## config.mk

```make
export PLATFORM = sky130hd
export DESIGN_NAME = irq_setclr_regs
export DESIGN_NICKNAME = d
export VERILOG_FILES = /design/src/rtl/irq_pkg.sv /design/src/rtl/irq_mask_reg.sv /design/src/rtl/irq_status_reg.sv /design/src/rtl/irq_rd_mux.sv /design/src/rtl/irq_setclr_regs.sv
export SDC_FILE = /design/constraint.sdc
export NUM_CORES = 1
export LEC_CHECK = 0
export ABC_AREA = 1
export BUFFER_PORTS_ARGS = -buffer_cell sky130_fd_sc_hd__buf_2
export CORE_MARGIN = 2
export CORE_UTILIZATION = 49
export DETAILED_ROUTE_END_ITERATION = 10
export PLACE_DENSITY = 0.85
export SLEW_MARGIN = 40
export SYNTH_ARGS = -nofsm -noshare
export SYNTH_HDL_FRONTEND = slang
export SYNTH_SLANG_ARGS = --single-unit
```

## constraint.sdc

```tcl
create_clock -name clk_i -period 2.65 [get_ports clk_i]
set_clock_uncertainty 0.1 [all_clocks]
set_input_delay 0.265 -clock clk_i [delete_from_list [all_inputs] [get_ports clk_i]]
set_output_delay 0.265 -clock clk_i [all_outputs]
set_load 0.02 [all_outputs]
```

## src/rtl/irq_pkg.sv

```systemverilog
package irq_pkg;
  localparam int unsigned NUM_SRC = 13;

  // source positions; software decodes these
  typedef enum int unsigned {
    SRC_RX_THR    = 0,
    SRC_RX_EMPTY  = 1,
    SRC_RX_FULL   = 2,
    SRC_TX_EMPTY  = 3,
    SRC_TX_FULL   = 4,
    SRC_RX_OVR    = 5,
    SRC_FRAME     = 6,
    SRC_PARITY    = 7,
    SRC_RX_IDLE   = 8,
    SRC_LINE_CHG  = 9,
    SRC_TX_THR    = 10,
    SRC_TX_AFULL  = 11,
    SRC_TX_OVR    = 12
  } irq_src_e;

  typedef struct packed {
    logic en_hit;
    logic dis_hit;
    logic stat_hit;
  } wr_dec_t;
endpackage

```

## src/rtl/irq_mask_reg.sv

```systemverilog
module irq_mask_reg #(
  parameter int unsigned N = 13
) (
  input  logic         clk_i,
  input  logic         rst_ni,
  input  logic [N-1:0] set_i,
  input  logic [N-1:0] clr_i,
  output logic [N-1:0] mask_o
);
  always_ff @(posedge clk_i or negedge rst_ni) begin
    if (!rst_ni) mask_o <= '0;
    else         mask_o <= (mask_o | set_i) & ~clr_i;
  end
endmodule

```

## src/rtl/irq_status_reg.sv

```systemverilog
module irq_status_reg #(
  parameter int unsigned N = 13
) (
  input  logic         clk_i,
  input  logic         rst_ni,
  input  logic [N-1:0] evt_i,
  input  logic [N-1:0] clr_i,
  output logic [N-1:0] stat_o
);
  for (genvar k = 0; k < N; k++) begin : g_bit
    always_ff @(posedge clk_i or negedge rst_ni) begin
      if (!rst_ni)       stat_o[k] <= 1'b0;
      else if (evt_i[k]) stat_o[k] <= 1'b1;  // event beats clear
      else if (clr_i[k]) stat_o[k] <= 1'b0;
    end
  end
endmodule

```

## src/rtl/irq_rd_mux.sv

```systemverilog
module irq_rd_mux #(
  parameter int unsigned N      = 13,
  parameter int unsigned ADDR_W = 6,
  parameter int unsigned DATA_W = 32,
  parameter logic [ADDR_W-1:0] OFF_MASK = 'h10,
  parameter logic [ADDR_W-1:0] OFF_STAT = 'h14
) (
  input  logic [ADDR_W-1:0] addr_i,
  input  logic [N-1:0]      mask_i,
  input  logic [N-1:0]      stat_i,
  output logic [DATA_W-1:0] rdata_o
);
  always_comb begin
    rdata_o = '0;
    if (addr_i == OFF_MASK)      rdata_o[N-1:0] = mask_i;
    else if (addr_i == OFF_STAT) rdata_o[N-1:0] = stat_i;
  end
endmodule

```

## src/rtl/irq_setclr_regs.sv

```systemverilog
module irq_setclr_regs #(
  parameter int unsigned NUM_SRC = irq_pkg::NUM_SRC,
  parameter int unsigned ADDR_W  = 6,
  parameter int unsigned DATA_W  = 32,
  parameter logic [ADDR_W-1:0] OFF_EN   = 'h08,
  parameter logic [ADDR_W-1:0] OFF_DIS  = 'h0C,
  parameter logic [ADDR_W-1:0] OFF_MASK = 'h10,
  parameter logic [ADDR_W-1:0] OFF_STAT = 'h14
) (
  input  logic               clk_i,
  input  logic               rst_ni,
  input  logic [ADDR_W-1:0]  addr_i,
  input  logic               wr_en_i,
  input  logic [DATA_W-1:0]  wdata_i,
  output logic [DATA_W-1:0]  rdata_o,
  input  logic [NUM_SRC-1:0] event_i,
  output logic               irq_o
);
  import irq_pkg::*;

  wr_dec_t            dec;
  logic [NUM_SRC-1:0] wbits, set_v, dis_v, clr_v;
  logic [NUM_SRC-1:0] mask_q, stat_q;
  logic               unused_hi;

  assign wbits     = wdata_i[NUM_SRC-1:0];
  assign unused_hi = ^wdata_i[DATA_W-1:NUM_SRC];

  assign dec.en_hit   = wr_en_i && (addr_i == OFF_EN);
  assign dec.dis_hit  = wr_en_i && (addr_i == OFF_DIS);
  assign dec.stat_hit = wr_en_i && (addr_i == OFF_STAT);

  assign set_v = dec.en_hit   ? wbits : '0;
  assign dis_v = dec.dis_hit  ? wbits : '0;
  assign clr_v = dec.stat_hit ? wbits : '0;

  irq_mask_reg #(.N(NUM_SRC)) u_mask (
    .clk_i (clk_i), .rst_ni(rst_ni),
    .set_i (set_v), .clr_i (dis_v), .mask_o(mask_q)
  );

  irq_status_reg #(.N(NUM_SRC)) u_stat (
    .clk_i (clk_i), .rst_ni(rst_ni),
    .evt_i (event_i), .clr_i(clr_v), .stat_o(stat_q)
  );

  irq_rd_mux #(
    .N(NUM_SRC), .ADDR_W(ADDR_W), .DATA_W(DATA_W),
    .OFF_MASK(OFF_MASK), .OFF_STAT(OFF_STAT)
  ) u_rd (
    .addr_i(addr_i), .mask_i(mask_q), .stat_i(stat_q), .rdata_o(rdata_o)
  );

  assign irq_o = |(stat_q & mask_q);
endmodule

```

==> impl_metrics.tcl <==
set metrics [dict create \
    max_stage_delay_ps 420 \
    synth.avg_cell_area_um2 6.89 \
    num_vias 1683 \
    final_max_slew_viol_count 0 \
    syn_area_mm2 0.00172 \
    ys_types 16 \
    p_int_mw 0.631 \
    arrival_ps 1310 \
    power_frac_comb 0.186 \
    hold_class "input port to flop" \
    multi_input_area_um2 766 \
    wl_per_cell_um 11.3 \
    synth_cells 249 \
    crit_buf_inv 1 \
    die-area_mm2 0.00399 \
    fin_crit_sh 0.632 \
    setup_tns_ps 0 \
    clkTransAtPathRegs_ps 140 \
    rows 21 \
    vdd_drop_max_mv 0.214 \
    whs_endpoint "u_stat.stat_o[0]$_DFFE_PN0P_" \
    synth_top_area_cell "dfrtp_1" \
    worst_pin_slew_ps 596 \
    post_cts_buffers 0 \
    track_usage 0.197 \
    ios 87 \
    htreeDepth 1 \
    area_delta_synth_final_pct 17.1 \
    dpl.hpwl_mm 2.79 \
    design.core.area_mm2 0.00334 \
    end_kind "output pin" \
    grt_pass1_vias 1492 \
    dp.cells 337 \
    drc 0 \
    grt_max_degree 27 \
    p_switching_mw 0.245 \
    crit_fanout 3 \
    drive_gt1_frac 0.211 \
    p_per_area_mw_per_mm2 436 \
    ys_seq_elements 26 \
    worstPathRequired_ps 2290 \
    overflow 0 \
    clock_path_buffers 2 \
    fin_util 0.602 \
    ys_seq_area_frac 0.379 \
    die_x_um 63.2 \
    reg2reg_depth 2 \
    grt_setup_unrepaired "no" \
    drt-total-wl_mm 3.90 \
    yosys.area.top_type_share 0.379 \
    max_freq_ghz 0.597 \
    r2r_start "u_mask.mask_o[2]$_DFF_PN0_" \
    gp_congestion 0.766 \
    root_buffer "clkbuf_4" \
    cp_top_family "flip-flops" \
    total_power_mw 0.877 \
    status "complete, no violations" \
    routed_via_density 4.88 \
    max-cap-violations 0 \
    yosysWarningCount 0 \
    leakage_nw 1.20 \
    port_buffers 48 \
    finalHoldViolations 0 \
    dpl-instance-area_mm2 0.00192 \
    path_cells "nand2_1 -> nand4_1 -> a21oi_1 -> nand2_1 -> buf_2" \
    drtAntennaViolNets 0 \
    cts_tree "built" \
    whs_path_depth 3 \
    nFillCells 339 \
    switching_share 0.280 \
    finalCriticalPeriod_ps 1670 \
    p_clk_frac 0.306 \
    diodes 0 \
    synth.area.top_cells "dfrtp_1, nand2_1, nand4_1" \
    worst_path_max_delay_cell "dfrtp_1" \
    p_seq_frac 0.508 \
    first_pass_iters 4 \
    worstSetupStartpointType "flop" \
    cts_resized 0 \
    drt_iter0_drc 116 \
    stdcell_area_mm2 0.00201 \
    cts.sinks 26 \
    crit_type "flop to output pin" \
    regArea_um2 651 \
    final_cell_count_no_fill 345 \
    max_slew_margin 0.602 \
    reg2reg_slack_ps 1870 \
    cp_common_cell "nand2_1" \
    layout.nets 354 \
    die_h_um 63.2 \
    start_util 0.514 \
    worstHoldStart "event_i[0]" \
    setup_viol 0 \
    worstSkewPairLatency_ps 310 \
    cts_hold_buf 1 \
    grt_pass1_wl_mm 6.41 \
    antenna_found_initial 0 \
    cts_buffers 3 \
    rr_endpoint "u_mask.mask_o[2]$_DFF_PN0_" \
]
[power by group through the flow]
stage / Combinational, mW / Sequential, mW / Clock, mW
after global routing: 0.182 / 0.450 / 0.295
after global placement: 0.154 / 0.451 / 0
final: 0.163 / 0.445 / 0.268
after floorplan: 0.119 / 0.447 / 0
after detailed placement: 0.158 / 0.452 / 0
after CTS: 0.159 / 0.445 / 0.275
[cells in the mapped netlist]
cell,number
nand2_1,83
inv_1,44
nand4_1,29
dfrtp_1,26
buf_4,21
a21oi_1,14
nor3_1,13
buf_2,5
nor2_1,3
nor2_2,3
clkbuf_1,2
nor3_2,2
buf_6,1
conb_1,1
nand3_1,1
nor2_4,1
[tightest hold or removal path, stage by stage]
cell	delay [ps]
buf_2	70
inv_1	30
nand2_1	50
[cells by family after synthesis]
kind of cell,share of synthesized area
other,0.00219
flip-flops,0.379
AO/OA/AOI/OAI,0.0408
AND/OR/NAND/NOR,0.364
buffers and inverters,0.214
[state kept, by name, summed over array words and instances, names as in the netlist]
name and count:
u_mask.mask_o 13, u_stat.stat_o 13
[cells in the final DEF (no fill, tap or decap), drive strengths merged]
cell and n:
nand3 1, bufinv 1, nand4 29, nand2 83
conb 19, a21oi 14, nor3 15, dlygate4sd3 4
nor2 7, inv 44, dfrtp 26, clkbuf 3
buf 53
[per-layer routing]
layer	vias to the layer above	track usage	share of wire
li1	845	-	-
met1	745	0.252	0.41
met2	91	0.346	0.50
met3	2	0.0268	0.084
met4	0	0.0556	0.0036
met5	-	0	0
[how the worst max path moves through the flow]
stage,from,end,slack (ps),depth (start not counted)
after floorplan,addr_i[1],rdata_o[10],1230,6
after global placement,addr_i[1],rdata_o[12],1100,8
after detailed placement,addr_i[1],rdata_o[3],1050,8
after CTS,u_mask.mask_o[9]$_DFF_PN0_,irq_o,960,5
after global routing,u_mask.mask_o[8]$_DFF_PN0_,irq_o,870,5
final,u_mask.mask_o[9]$_DFF_PN0_,irq_o,980,5
[cell type report]
type,count,share of cell area
clock inverter,1,0.0149
tap,46,0.0286
clock buffer,3,0.0112
inverter,44,0.0822
multi-input combinational,168,0.381
sequential,26,0.324
timing repair buffer,57,0.158
[per-stage QoR]
stage | worst slack [ps] | hold slack (ps)
after floorplan | 1230 | -131
after global placement | 1100 | 200
after detailed placement | 1050 | 193
after CTS | 957 | 9.75
after global routing | 869 | 4.63
final | 975 | 19.6
Note: power is estimated with default switching activity, not from simulation.
